File: src/rtl/i2c_byte_master.sv
module i2c_byte_master (
  input  logic       clk,
  input  logic       rst_n,
  input  logic [2:0] reg_addr,
  input  logic       reg_we,
  input  logic [7:0] reg_wdata,
  output logic [7:0] reg_rdata,
  input  logic       qtick,
  output logic [7:0] div_cfg,
  output logic       irq,
  input  logic       scl_in,
  input  logic       sda_in,
  output logic       scl_oe,
  output logic       sda_oe
);
  typedef enum logic [2:0] {S_IDLE, S_STA, S_BIT, S_ACK, S_HOLD, S_STO} phase_t;

  phase_t     fsm;
  logic [7:0] ctrl, div_q, tgt, txd, rxd, sh;
  logic [6:0] st, ien, set_v;
  logic [1:0] q;
  logic [2:0] bc;
  logic       adr_ph, dir, rxm, last, tx_pend, ack_ok;
  logic       scl_lo, sda_lo;

  wire wr_ctrl = reg_we && reg_addr == 3'd0;
  wire wr_st   = reg_we && reg_addr == 3'd1;
  wire abort   = wr_ctrl && reg_wdata == 8'd0;
  wire adv     = qtick && !(q == 2'd1 && !scl_in);
  wire q_end   = adv && q == 2'd3;

  always_comb begin
    set_v = '0;
    if (fsm == S_ACK && q_end) begin
      if (adr_ph) begin
        set_v[0] = 1'b1;
        if (dir) set_v[1] = 1'b1; else set_v[3] = 1'b1;
        set_v[6] = !ack_ok;
      end else if (rxm) begin
        set_v[1] = 1'b1;
      end else if (ack_ok) begin
        set_v[3] = 1'b1;
        set_v[2] = 1'b1;
      end else begin
        set_v[6] = 1'b1;
      end
    end
    if (fsm == S_STO && q_end) set_v[4] = 1'b1;
    if (abort) set_v = '0;
  end

  always_ff @(posedge clk) begin
    if (!rst_n) begin
      fsm <= S_IDLE; ctrl <= '0; div_q <= '0; tgt <= '0; txd <= '0; rxd <= '0;
      sh <= '0; st <= '0; ien <= '0; q <= '0; bc <= '0; adr_ph <= 1'b0;
      dir <= 1'b0; rxm <= 1'b0; last <= 1'b0; tx_pend <= 1'b0; ack_ok <= 1'b0;
    end else begin
      st <= (wr_st ? (st & reg_wdata[6:0]) : st) | set_v;
      if (abort) begin
        fsm <= S_IDLE;
        q   <= '0;
      end else begin
        case (fsm)
          S_IDLE: if (wr_ctrl && reg_wdata[3] && reg_wdata[0]) begin
            fsm <= S_STA; q <= '0; bc <= '0; sh <= tgt;
            dir <= tgt[0]; adr_ph <= 1'b1; rxm <= 1'b0; last <= 1'b0;
          end
          S_STA: if (adv) begin
            q <= q + 2'd1;
            if (q == 2'd3) fsm <= S_BIT;
          end
          S_BIT: if (adv) begin
            q <= q + 2'd1;
            if (q == 2'd1 && rxm) sh <= {sh[6:0], sda_in};
            if (q == 2'd3) begin
              if (!rxm) sh <= {sh[6:0], 1'b0};
              bc <= bc + 3'd1;
              if (bc == 3'd7) fsm <= S_ACK;
            end
          end
          S_ACK: if (adv) begin
            q <= q + 2'd1;
            if (q == 2'd1 && !rxm) ack_ok <= !sda_in;
            if (q == 2'd3) begin
              if (adr_ph) begin
                adr_ph <= 1'b0;
                fsm    <= ack_ok ? S_HOLD : S_STO;
              end else if (rxm) begin
                rxd <= sh;
                fsm <= last ? S_STO : S_HOLD;
              end else begin
                fsm <= ack_ok ? S_HOLD : S_STO;
              end
            end
          end
          S_HOLD: begin
            q <= '0;
            if (dir) begin
              if (!st[1]) begin
                fsm <= S_BIT; rxm <= 1'b1; last <= ctrl[1]; bc <= '0;
              end
            end else if (ctrl[1]) begin
              fsm <= S_STO;
            end else if (!st[3] && tx_pend) begin
              fsm <= S_BIT; rxm <= 1'b0; sh <= txd; tx_pend <= 1'b0; bc <= '0;
            end
          end
          S_STO: if (adv) begin
            q <= q + 2'd1;
            if (q == 2'd3) fsm <= S_IDLE;
          end
          default: fsm <= S_IDLE;
        endcase
      end
      if (wr_ctrl) ctrl <= reg_wdata;
      if (reg_we && reg_addr == 3'd2) ien <= reg_wdata[6:0];
      if (reg_we && reg_addr == 3'd3) div_q <= reg_wdata;
      if (reg_we && reg_addr == 3'd4) tgt <= reg_wdata;
      if (reg_we && reg_addr == 3'd5) begin
        txd     <= reg_wdata;
        tx_pend <= 1'b1;
      end
    end
  end

  always_comb begin
    scl_lo = 1'b0;
    sda_lo = 1'b0;
    case (fsm)
      S_STA:  begin scl_lo = q == 2'd3; sda_lo = q != 2'd0; end
      S_BIT:  begin scl_lo = q == 2'd0 || q == 2'd3; sda_lo = !rxm && !sh[7]; end
      S_ACK:  begin scl_lo = q == 2'd0 || q == 2'd3; sda_lo = rxm && !last; end
      S_HOLD: scl_lo = 1'b1;
      S_STO:  begin scl_lo = q == 2'd0; sda_lo = q != 2'd3; end
      default: ;
    endcase
  end

  assign scl_oe  = ctrl[4] ? !ctrl[6] : scl_lo;
  assign sda_oe  = ctrl[4] ? !ctrl[5] : sda_lo;
  assign div_cfg = div_q;
  assign irq     = |(st & ien);

  always_comb begin
    case (reg_addr)
      3'd0:    reg_rdata = {ctrl[7:6], sda_in, ctrl[4:0]};
      3'd1:    reg_rdata = {1'b0, st};
      3'd2:    reg_rdata = {1'b0, ien};
      3'd3:    reg_rdata = div_q;
      3'd4:    reg_rdata = tgt;
      3'd5:    reg_rdata = rxd;
      default: reg_rdata = 8'd0;
    endcase
  end
endmodule


File: config.mk
export PLATFORM = sky130hd
export DESIGN_NAME = i2c_byte_master
export DESIGN_NICKNAME = d
export VERILOG_FILES = /design/src/rtl/i2c_byte_master.sv
export SDC_FILE = /design/constraint.sdc
export NUM_CORES = 1
export LEC_CHECK = 0
export BUFFER_PORTS_ARGS = -buffer_cell sky130_fd_sc_hd__clkbuf_2
export CORE_MARGIN = 2
export CORE_UTILIZATION = 38
export CTS_BUF_LIST = sky130_fd_sc_hd__clkbuf_4
export CTS_CLUSTER_DIAMETER = 200
export DETAILED_ROUTE_END_ITERATION = 16
export PLACE_DENSITY = 0.62
export SLEW_MARGIN = 10
export SYNTH_ARGS = -nofsm -noshare
export SYNTH_HDL_FRONTEND = slang
export SYNTH_SLANG_ARGS = --single-unit
File: constraint.sdc
create_clock -name clk -period 3.5 [get_ports clk]
set_clock_uncertainty 0.1 [all_clocks]
set_input_delay 0.525 -clock clk [delete_from_list [all_inputs] [get_ports clk]]
set_output_delay 0.525 -clock clk [all_outputs]
set_load 0.02 [all_outputs]
# Word level (Yosys, flattened, before mapping)
# Cells that the tools add are included.
# totals
reg_bits,76
inputBits,17
output_inout_bits,19
elab_cells,196
# op_classes
add_sub_neg,2
eq_ne,37
n_mux,78
bitwise,6
n_reduce_logical,56
# ops
cell,n
$mux W8,8
$mux W3,21
$pmux W8 S6,1
$mux W1,32
$ne A2 B2 Y1 const B,14
$pmux W8 S3,1
$logic_and A1 B1 Y1,19
$pmux W3 S6,1
$eq A3 B3 Y1 const B,5
$reduce_and A5 Y1,3
$and A7 B7 Y7,2
$mux W7,2
$eq A3 B2 Y1 const B,4
$ne A2 B1 Y1 const B,6
$reduce_and A12 Y1,1
$reduce_and A6 Y1,2
$logic_not A1 Y1,10
$reduce_bool A2 Y1,5
$ne A3 B3 Y1 const B,3
$pmux W3 S3,1
$logic_not A8 Y1,1
$mux W2,4
$pmux W1 S4,2
$reduce_and A8 Y1,1
21 further kinds,30

# Depth between registers and ports, before layout
# Gate-level depths: netlist of run 1.
# depth
ltp_word,9
ltp_mapped,8
ltp_nobuf,7

# Worst setup path after synthesis of run 1
# OpenSTA, ideal clock, no wires.
# synth_timing
kind,input port to output port
startpoint,input reg_addr[0]
endpoint,output reg_rdata[2]
t_arrival_ns,1.930
t_required_ns,2.875
slack_ns,0.945
cell_stages,5
n_path_buf,3
cell_sequence,buf_4 -> clkbuf_1 -> clkbuf_1 -> a31oi_1 -> o221ai_1
# synth_between
elab_chain_cells,2
elab_cells_between_ends,7
cone_classes,eq/ne (5); mux (1); reduce/logical (1)
# synth_lines
item,line,text
from (decl),4,"input logic [2:0] reg_addr,"
$eq A3 B3 Y1 (tied with other cells),145,case (reg_addr)
$pmux W8 S6 *,145,
to (decl),7,"output logic [7:0] reg_rdata,"
# Every way passes the cells marked *; elsewhere a longest branch is shown, timed or not.

# Final worst setup path of run 1
# layout_timing
startpoint,register fsm[1]
endpoint,output sda_oe
# layout_between
elab_chain_cells,3
elab_cells_between_ends,6
cone_classes,eq/ne (4); mux (2)
# layout_lines
item,line,text
from (decl),18,phase_t fsm;
from (signal assigned),87,fsm <= ack_ok ? S_HOLD : S_STO;
from (signal assigned),90,fsm <= last ? S_STO : S_HOLD;
from (signal assigned),92,fsm <= ack_ok ? S_HOLD : S_STO;
$eq A3 B3 Y1 (tied with other cells),129,case (fsm)
$pmux W1 S4 *,129,
$mux W1 *,140,assign sda_oe = ctrl[4] ? !ctrl[5] : sda_lo;
to (decl),14,output logic sda_oe
# Marked as above.

==> results of run 1 <==
[worst max-delay path: stages (launching register included)]
cell and delay (ns):
dfxtp_1 0.85, inv_1 0.38, nand2_1 0.19, o32ai_1 0.10
a211oi_1 0.24, a21oi_1 0.06, clkbuf_2 0.17
[cell type report]
cell class	instances	share of cell area (%)
Inverter	12	1.01
Antenna cell	1	0.0561
Clock inverter	6	3.06
Multi-Input combinational cell	370	51.6
Tap cell	136	3.82
Sequential cell	76	34.1
Timing Repair Buffer	39	4.60
Clock buffer	10	1.68
[kinds of logic (layout without fill, tap and decap cells)]
family                   count (synthesis)  in the layout  share of synthesized area (%)
AO/OA/AOI/OAI                          130            130                           20.8
adder cells (fa/ha/maj)                  5              5                           1.56
buffers and inverters                   45             67                           4.83
flip-flops                              76             76                           37.9
multiplexers                            50             50                           13.6
other                                    0              1                              0
AND/OR/NAND/NOR                        185            185                           21.4
[state kept, by name, summed over array words and instances (netlist names)]
name	count
ien	7
st	7
dir	1
rxm	1
last	1
q	2
fsm	3
adr_ph	1
tx_pend	1
txd	8
rxd	8
div_cfg	8
bc	3
tgt	8
sh	8
ack_ok	1
ctrl	8
[routing by layer]
layer	GRT usage, %	vias up	share of wire [%]
li1	-	1815	-
met1	31.4	1861	45
met2	32.6	156	45
met3	4.13	22	8.1
met4	7.51	0	2.0
met5	0	-	0
[synthesized netlist by cell type, types with 2 or more instances]
cell,count
dfxtp_1,76
nand2_1,70
nor2_1,53
a21oi_1,50
mux2i_1,43
clkbuf_1,21
o21ai_0,18
inv_1,11
o22ai_1,11
nand3_1,10
nor3_1,10
a31oi_1,8
a22oi_1,7
nand2b_1,6
nor2b_1,6
buf_2,5
ha_1,5
buf_1,4
nor4_1,4
o221ai_1,4
or3_1,4
a221o_1,3
and2_1,3
mux2_2,3
mux4_2,3
nand4_1,3
o211ai_1,3
o32ai_1,3
o41ai_1,3
or2_2,3
a211oi_1,2
a311oi_1,2
and3_1,2
buf_6,2
o211a_1,2
o221a_1,2
o22a_1,2
or3b_2,2
[where the power goes]
part           total [uW]  internal, uW  switching [uW]  leakage [uW]
Clock                 785           443             343      0.000107
Combinational         531           204             327      0.000971
Sequential           1000           914            86.4      0.000615
Total                2320          1560             756       0.00169
[per-stage QoR]
| step | setup slack, ns | total power (uW) | hold slack (ns) |
|---|---|---|---|
| 2_1_floorplan | 0.945 | 1390 | 0.332 |
| 3_5_place_dp | 0.720 | 1540 | 0.350 |
| 3_3_place_gp | 0.832 | 1530 | 0.345 |
| 5_1_grt | 0.308 | 2430 | 0.241 |
| 6_report | 0.436 | 2320 | 0.248 |
| 4_1_cts | 0.494 | 2310 | 0.232 |
[how the worst max path moves through the flow]
| stage | endpoint | slack, ns |
|---|---|---|
| after floorplan | reg_rdata[2] | 0.95 |
| final | sda_oe | 0.44 |
| after global routing | sda_oe | 0.31 |
| after global placement | q[1] | 0.83 |
| after CTS | sda_oe | 0.49 |
| after detailed placement | q[1] | 0.72 |
==> impl_metrics.ini, run 1 <==
[run_status]
status = complete, no violations

[finish]
utilization_pct = 43.4
regArea_sq_um = 1520
syn2layout_area_growth_pct = 11.0
layout-drive-gt1-share_pct = 14.2
finalNonFillerCells = 650
final_common_cell = dfxtp_1
multiInputGateArea_sq_um = 2300
nFillCells = 1056
num-nets-final = 530
layout_common_cells = dfxtp_1, nand2_1, nor2_1
final_cell_area_sq_um = 4460

[routing]
drt-total-wl_microns = 12000
wire_per_inst_microns = 18.5
first_iter_violations = 335
num_vias = 3854
vias_per_cell = 5.93
drtAntennaViolNets = 0
drc_errors = 0
first_pass_iters = 5

[sta]
finalSetupViolCount = 0
hold_violations = 0
relSlewSlack_pct = 29.6
finalSetupTns_ns = 0
fin_crit_sh_pct = 87.5
tightest_slew_ns = 1.05
max_freq_mhz = 326
slew_viol_final = 0
rsz0062_at_grt = no
period_needed_ns = 3.06

[global_routing]
grt_usage_pct = 21.8
grt_pass1_vias = 3618
antenna_found_initial = 1
grt_max_degree = 63
grt_pass1_wl_microns = 19400
gr-total-overflow = 0

[worst_hold_path]
holdCritStartpoint = sda_in
holdPathStages = 2
hp-class = in2reg
hold-path-endpoint = ack_ok

[critical_path]
cp-end-kind = output pin
critPathKind = reg2out
reg2reg_to = rxd[5]
r2r_start = fsm[0]
rr_worst_depth = 4
reg2reg_slack_ns = 0.90
crit_arrival_ns = 2.44
crit_start = fsm[1]
start_kind = flip-flop
worstPathRequired_ns = 2.87
worst-path-max-fanout = 22

[logic_synthesis]
ys_types = 60
yosysWarnings = 0
synthesis.nets = 513
synth_flop_cell = dfxtp_1
yosysTopAreaCell = dfxtp_1
synth_area_leaders = dfxtp_1, mux2i_1, nand2_1
synth_top_area_share_pct = 37.9
synth-edff-count = 0
synth_seq_area_share_pct = 37.9
async_flop_share_pct = 0
synth_seq_cells = 76
syn_area_per_cell_sq_um = 8.18
syn_area_sq_um = 4020
syn-instance-count = 491

[power]
p_per_area_nw_per_um2 = 520
leakage_uw = 0.00169
irDropWorstVdd_mv = 0.248

[place]
placed_area_sq_um = 4240
portBuffers = 35
place_hpwl_microns = 8570
dpl.cell_count = 633
place_congestion = 0.929

[clocking]
cts_tree = yes
numCtsBuffers = 9
ctsHtreeMaxLevel = 3
cts-root-buf = clkbuf_4
clk_latency_ns = 0.45
hold_buffers = 0
ctsResizeCount = 0
cts.sinks = 76
post-cts-setup-buffers = 0
clk_pin_slew_ns = 0.15
clockBufferDepth = 2

[job]
maxCapViolCount = 0

[die]
start_util_pct = 39.1
row_count = 37
core_region_area_sq_um = 10300
die_x_microns = 107
dieArea_sq_um = 11400
ioPinCount = 36
die_h_microns = 107
No activity file was read; power rests on OpenSTA's default activity.
==> inputs of run 2 (changes only) <==
--- a/config.mk
+++ b/config.mk
@@ -5,6 +5,7 @@
 export SDC_FILE = /design/constraint.sdc
 export NUM_CORES = 1
 export LEC_CHECK = 0
+export ABC_AREA = 1
 export BUFFER_PORTS_ARGS = -buffer_cell sky130_fd_sc_hd__clkbuf_2
 export CORE_MARGIN = 2
 export CORE_UTILIZATION = 38
==> impl_metrics.ini, run 2 <==
[clocking]
ctsResizeCount = 0
ctsHtreeMaxLevel = 3
numCtsBuffers = 9
clk_latency_ns = 0.42
hold_buffers = 0
clockBufferDepth = 2
post-cts-setup-buffers = 0
cts-root-buf = clkbuf_4
cts_tree = yes
cts.sinks = 76
clk_pin_slew_ns = 0.14

[logic_synthesis]
yosysTopAreaCell = dfxtp_1
yosysWarnings = 0
yosys.cell_count.top_type = nand2_1
syn-instance-count = 605
synthesis.nets = 627
yosys-top-cells-count = nand2_1, nor2_1, dfxtp_1, inv_1, a21oi_1
syn_area_per_cell_sq_um = 6.65
synth_area_leaders = dfxtp_1, nand2_1, nor2_1
synth_seq_area_share_pct = 37.8
ys_types = 35
syn_area_sq_um = 4020
synth_top_area_share_pct = 37.8
synth-edff-count = 0
synth_seq_cells = 76
synth_flop_cell = dfxtp_1
async_flop_share_pct = 0

[routing]
wire_per_inst_microns = 15.6
first_pass_iters = 5
num_vias = 4054
drtAntennaViolNets = 0
first_iter_violations = 244
drc_errors = 0
vias_per_cell = 5.24
drt-total-wl_microns = 12100

[critical_path]
reg2reg_to = st[2]
rr_worst_depth = 7
r2r_start = q[1]
cp-end-kind = output pin
worst-path-max-fanout = 12
critPathKind = reg2out
worstPathRequired_ns = 2.87
crit_arrival_ns = 2.09
reg2reg_slack_ns = 1.55
start_kind = flip-flop

[power]
leakage_uw = 0.00195
p_per_area_nw_per_um2 = 620
irDropWorstVdd_mv = 0.248

[sta]
slew_viol_final = 0
fin_crit_sh_pct = 77.6
fin_hold_ws_ns = 0.361
period_needed_ns = 2.72
finalSetupViolCount = 0
hold_violations = 0
finalSetupTns_ns = 0
tightest_slew_ns = 0.579
rsz0062_at_grt = no
relSlewSlack_pct = 61.3
max_freq_mhz = 368

[place]
dpl.cell_count = 758
portBuffers = 35
place_congestion = 0.932
place_hpwl_microns = 8980

[finish]
utilization_pct = 42.8
layout_common_cells = nand2_1, nor2_1, dfxtp_1
regArea_sq_um = 1520
num-nets-final = 655
nFillCells = 1104
syn2layout_area_growth_pct = 9.74
layout-drive-gt1-share_pct = 11.1
multiInputGateArea_sq_um = 2120
finalNonFillerCells = 774
antenna_cells = 0
final_common_cell = nand2_1

[global_routing]
antenna_found_initial = 0
use_met3_pct = 4.68
grt_max_degree = 44
gr-total-overflow = 0
grt_usage_pct = 22.1
grt_use_met1_pct = 30.2
grt_pass1_vias = 3827
grt_pass1_wl_microns = 19700
grt_busiest_layer = met2
met2_usage_pct = 35.4

[die]
start_util_pct = 39.0
dieArea_sq_um = 11400
row_count = 37
core_region_area_sq_um = 10300
die_x_microns = 107
ioPinCount = 36
die_h_microns = 107

[worst_hold_path]
holdPathStages = 2
hold-path-endpoint = txd[1]
hp-class = reg2reg
holdCritStartpoint = txd[1]

[run_status]
status = complete, no violations

[job]
maxCapViolCount = 0
-- run 2: cell count changes after synthesis, moves of 8 or more --
| cell | change |
|---|---|
| nand3_1 | +24 |
| a31oi_1 | -8 |
| o21ai_0 | +30 |
| nor2_1 | +42 |
| nand2_1 | +64 |
| o211ai_1 | +11 |
| mux2i_1 | -43 |
| inv_1 | +58 |
| nor3_1 | -9 |
| clkbuf_1 | -16 |
| a21oi_1 | +8 |
-- run 2: area by class of cell --
| cell class | count | share of cell area, % |
|---|---|---|
| multi-input cells | 437 | 48.0 |
| flip-flops and latches | 76 | 34.5 |
| inverters | 72 | 6.18 |
| repair buffers | 37 | 4.31 |
| well taps | 136 | 3.85 |
| clock inverters | 7 | 1.67 |
| clock buffers | 9 | 1.53 |
-- run 2: logic make-up (layout without fill, tap and decap cells) --
group	count (synthesis)	count (layout)	synth area share, %
AO/OA/AOI/OAI	140	140	19.4
adder cells (fa/ha/maj)	5	5	1.56
buffers and inverters	92	125	9.52
flip-flops	76	76	37.8
AND/OR/NAND/NOR	292	292	31.7
-- run 2: stage by stage --
step                      total power, uW  instance area, sq um  setup WS, ns
final                                2740                  4410         0.783
after global routing                 2970                  4410         0.604
after CTS                            2740                  4410         0.783
after detailed placement             2170                  4270          1.19
after global placement               2170                  4270          1.16
after floorplan                      1930                  4020          1.51
-- run 2: where the power goes --
| part | total [uW] | internal [uW] | switching, uW | leakage (uW) |
|---|---|---|---|---|
| combinational | 1090 | 344 | 750 | 0.00126 |
| clock | 566 | 222 | 344 | 0.0000767 |
| sequential | 1080 | 968 | 109 | 0.000618 |
| total | 2740 | 1530 | 1200 | 0.00195 |
-- run 2: layer usage --
| metal | wire [microns] | share of wire [%] |
|---|---|---|
| met2 | 5510 | 46 |
| met5 | 0 | 0 |
| met4 | 218 | 1.8 |
| met1 | 5560 | 46 |
| met3 | 794 | 6.6 |
-- run 2: worst max-delay path by stage --
| stage | to | from | slack (ns) | cells past startpoint |
|---|---|---|---|---|
| finish | sda_oe | fsm[2] | 0.78 | 8 |
| global route | sda_oe | fsm[2] | 0.60 | 8 |
| CTS | sda_oe | fsm[2] | 0.78 | 8 |
| detailed placement | reg_rdata[2] | reg_addr[0] | 1.19 | 8 |
| global placement | reg_rdata[2] | reg_addr[0] | 1.16 | 8 |
| floorplan | reg_rdata[7] | reg_addr[0] | 1.51 | 4 |
-- run 2: critical path, stage by stage (launching register included) --
cell	delay [ns]
dfxtp_1	0.42
inv_2	0.12
nand2_1	0.09
nor2_2	0.44
nand3_1	0.14
nand2_1	0.09
o21ai_0	0.08
o21ai_0	0.09
clkbuf_2	0.19
==> inputs of run 3 (changes only) <==
--- a/config.mk
+++ b/config.mk
@@ -5,7 +5,7 @@
 export SDC_FILE = /design/constraint.sdc
 export NUM_CORES = 1
 export LEC_CHECK = 0
-export ABC_AREA = 1
+export ABC_AREA = 0
 export BUFFER_PORTS_ARGS = -buffer_cell sky130_fd_sc_hd__clkbuf_2
 export CORE_MARGIN = 2
 export CORE_UTILIZATION = 38
==> constraint.sdc (replaced) <==
create_clock -name clk -period 2.7 [get_ports clk]
set_clock_uncertainty 0.1 [all_clocks]
set_input_delay 0.405 -clock clk [delete_from_list [all_inputs] [get_ports clk]]
set_output_delay 0.405 -clock clk [all_outputs]
set_load 0.02 [all_outputs]
==> impl_metrics.ini, run 3 (synthesis gave the netlist of run 1 again) <==
[place]
placed_area_sq_um = 4390
portBuffers = 35
place_congestion = 0.915
place_hpwl_microns = 9090

[critical_path]
worstPathRequired_ns = 2.19
cp_num_buf_inv = 2
crit_start = fsm[1]
cp-end-kind = output pin
critPathMaxStageDelay_ns = 0.60
cp_top_family = flip-flops
path_cells = inv_1 -> nand2_1 -> o32ai_1 -> a211oi_1 -> a21oi_1 -> clkbuf_2
start_kind = flip-flop
critPathKind = reg2out
crit_arrival_ns = 2.09
r2r_start = q[1]
cp_slowest_cell = dfxtp_1
worst-path-max-fanout = 13

[finish]
final_common_cell = dfxtp_1
layout_common_cells = dfxtp_1, nand2_1, nor2_1
nFillCells = 1087
final_cell_area_sq_um = 4550
syn2layout_area_growth_pct = 13.3
antenna_cells = 0
num-nets-final = 549
layout-drive-gt1-share_pct = 17.1

[clocking]
cts.sinks = 76
ctsResizeCount = 0
clockBufferDepth = 2
clk_pin_slew_ns = 0.15
ctsHtreeMaxLevel = 3
clk_latency_ns = 0.44
cts_tree = yes
numCtsBuffers = 9
post-cts-setup-buffers = 0
hold_buffers = 0
cts-root-buf = clkbuf_4

[sta]
tightest_slew_ns = 0.787
slew_viol_final = 0
period_needed_ns = 2.59
finalSetupViolCount = 0
fin_crit_sh_pct = 96.0
rsz0062_at_grt = no
hold_violations = 0
finalSetupTns_ns = 0
max_freq_mhz = 386
relSlewSlack_pct = 47.5

[routing]
vias_per_cell = 5.83
num_vias = 3892
drt-total-wl_microns = 12400
first_iter_violations = 378
first_pass_iters = 5
drtAntennaViolNets = 0
wire_per_inst_microns = 18.5
drc_errors = 0

[power]
leakage_uw = 0.00177
irDropWorstVdd_mv = 0.304
p_per_area_nw_per_um2 = 628

[global_routing]
grt_pass1_vias = 3751
gr-total-overflow = 0
grt_usage_pct = 22.2
antenna_found_initial = 0
grt_max_degree = 42
grt_pass1_wl_microns = 19700

[die]
die_h_microns = 107
dieArea_sq_um = 11400
start_util_pct = 39.1
row_count = 37
ioPinCount = 36
core_region_area_sq_um = 10300
die_x_microns = 107

[worst_hold_path]
holdCritStartpoint = sda_in
hp-class = in2reg

[job]
maxCapViolCount = 0

[run_status]
status = complete, no violations
[run 3: layer usage]
metal	up-vias	GRT usage, %	wire, microns
li1	1852	-	-
met1	1826	29.3	5260
met2	191	35.3	5740
met3	23	5.47	1140
met4	0	7.98	235
met5	-	0	0
[run 3: cell type report]
type	count	area, sq um	share of cell area (%)
multi-input cells	370	2300	50.6
repair buffers	58	348	7.64
clock inverters	7	97.6	2.14
clock buffers	9	67.6	1.48
inverters	12	45.0	0.990
well taps	136	170	3.74
flip-flops and latches	76	1520	33.4
[run 3: path summary, 6_finish.rpt]
check,endpoint,slack [ns],depth (start not counted)
setup / recovery,sda_oe,0.11,6
hold / removal,ack_ok,0.15,2
setup reg to reg,rxd[1],0.31,7
hold reg to reg,ctrl[7],0.37,2
[run 3: power breakdown]
part | switching (uW) | internal (uW) | total (uW)
clock network | 452 | 382 | 834
logic | 471 | 285 | 757
registers | 81.9 | 1190 | 1270
total | 1000 | 1850 | 2860
[run 3: stage by stage]
step | setup slack (ns) | utilization [%] | std cells | total power (uW) | hold slack, ns
after CTS | 0.119 | 44.3 | 668 | 2850 | 0.139
after global routing | 0.00390 | 44.3 | 668 | 2980 | 0.157
after global placement | 0.407 | 42.7 | 652 | 2010 | 0.340
final | 0.107 | 44.3 | 668 | 2860 | 0.150
after detailed placement | 0.355 | 42.7 | 652 | 2020 | 0.345
after floorplan | 0.375 | - | 491 | 1800 | 0.332
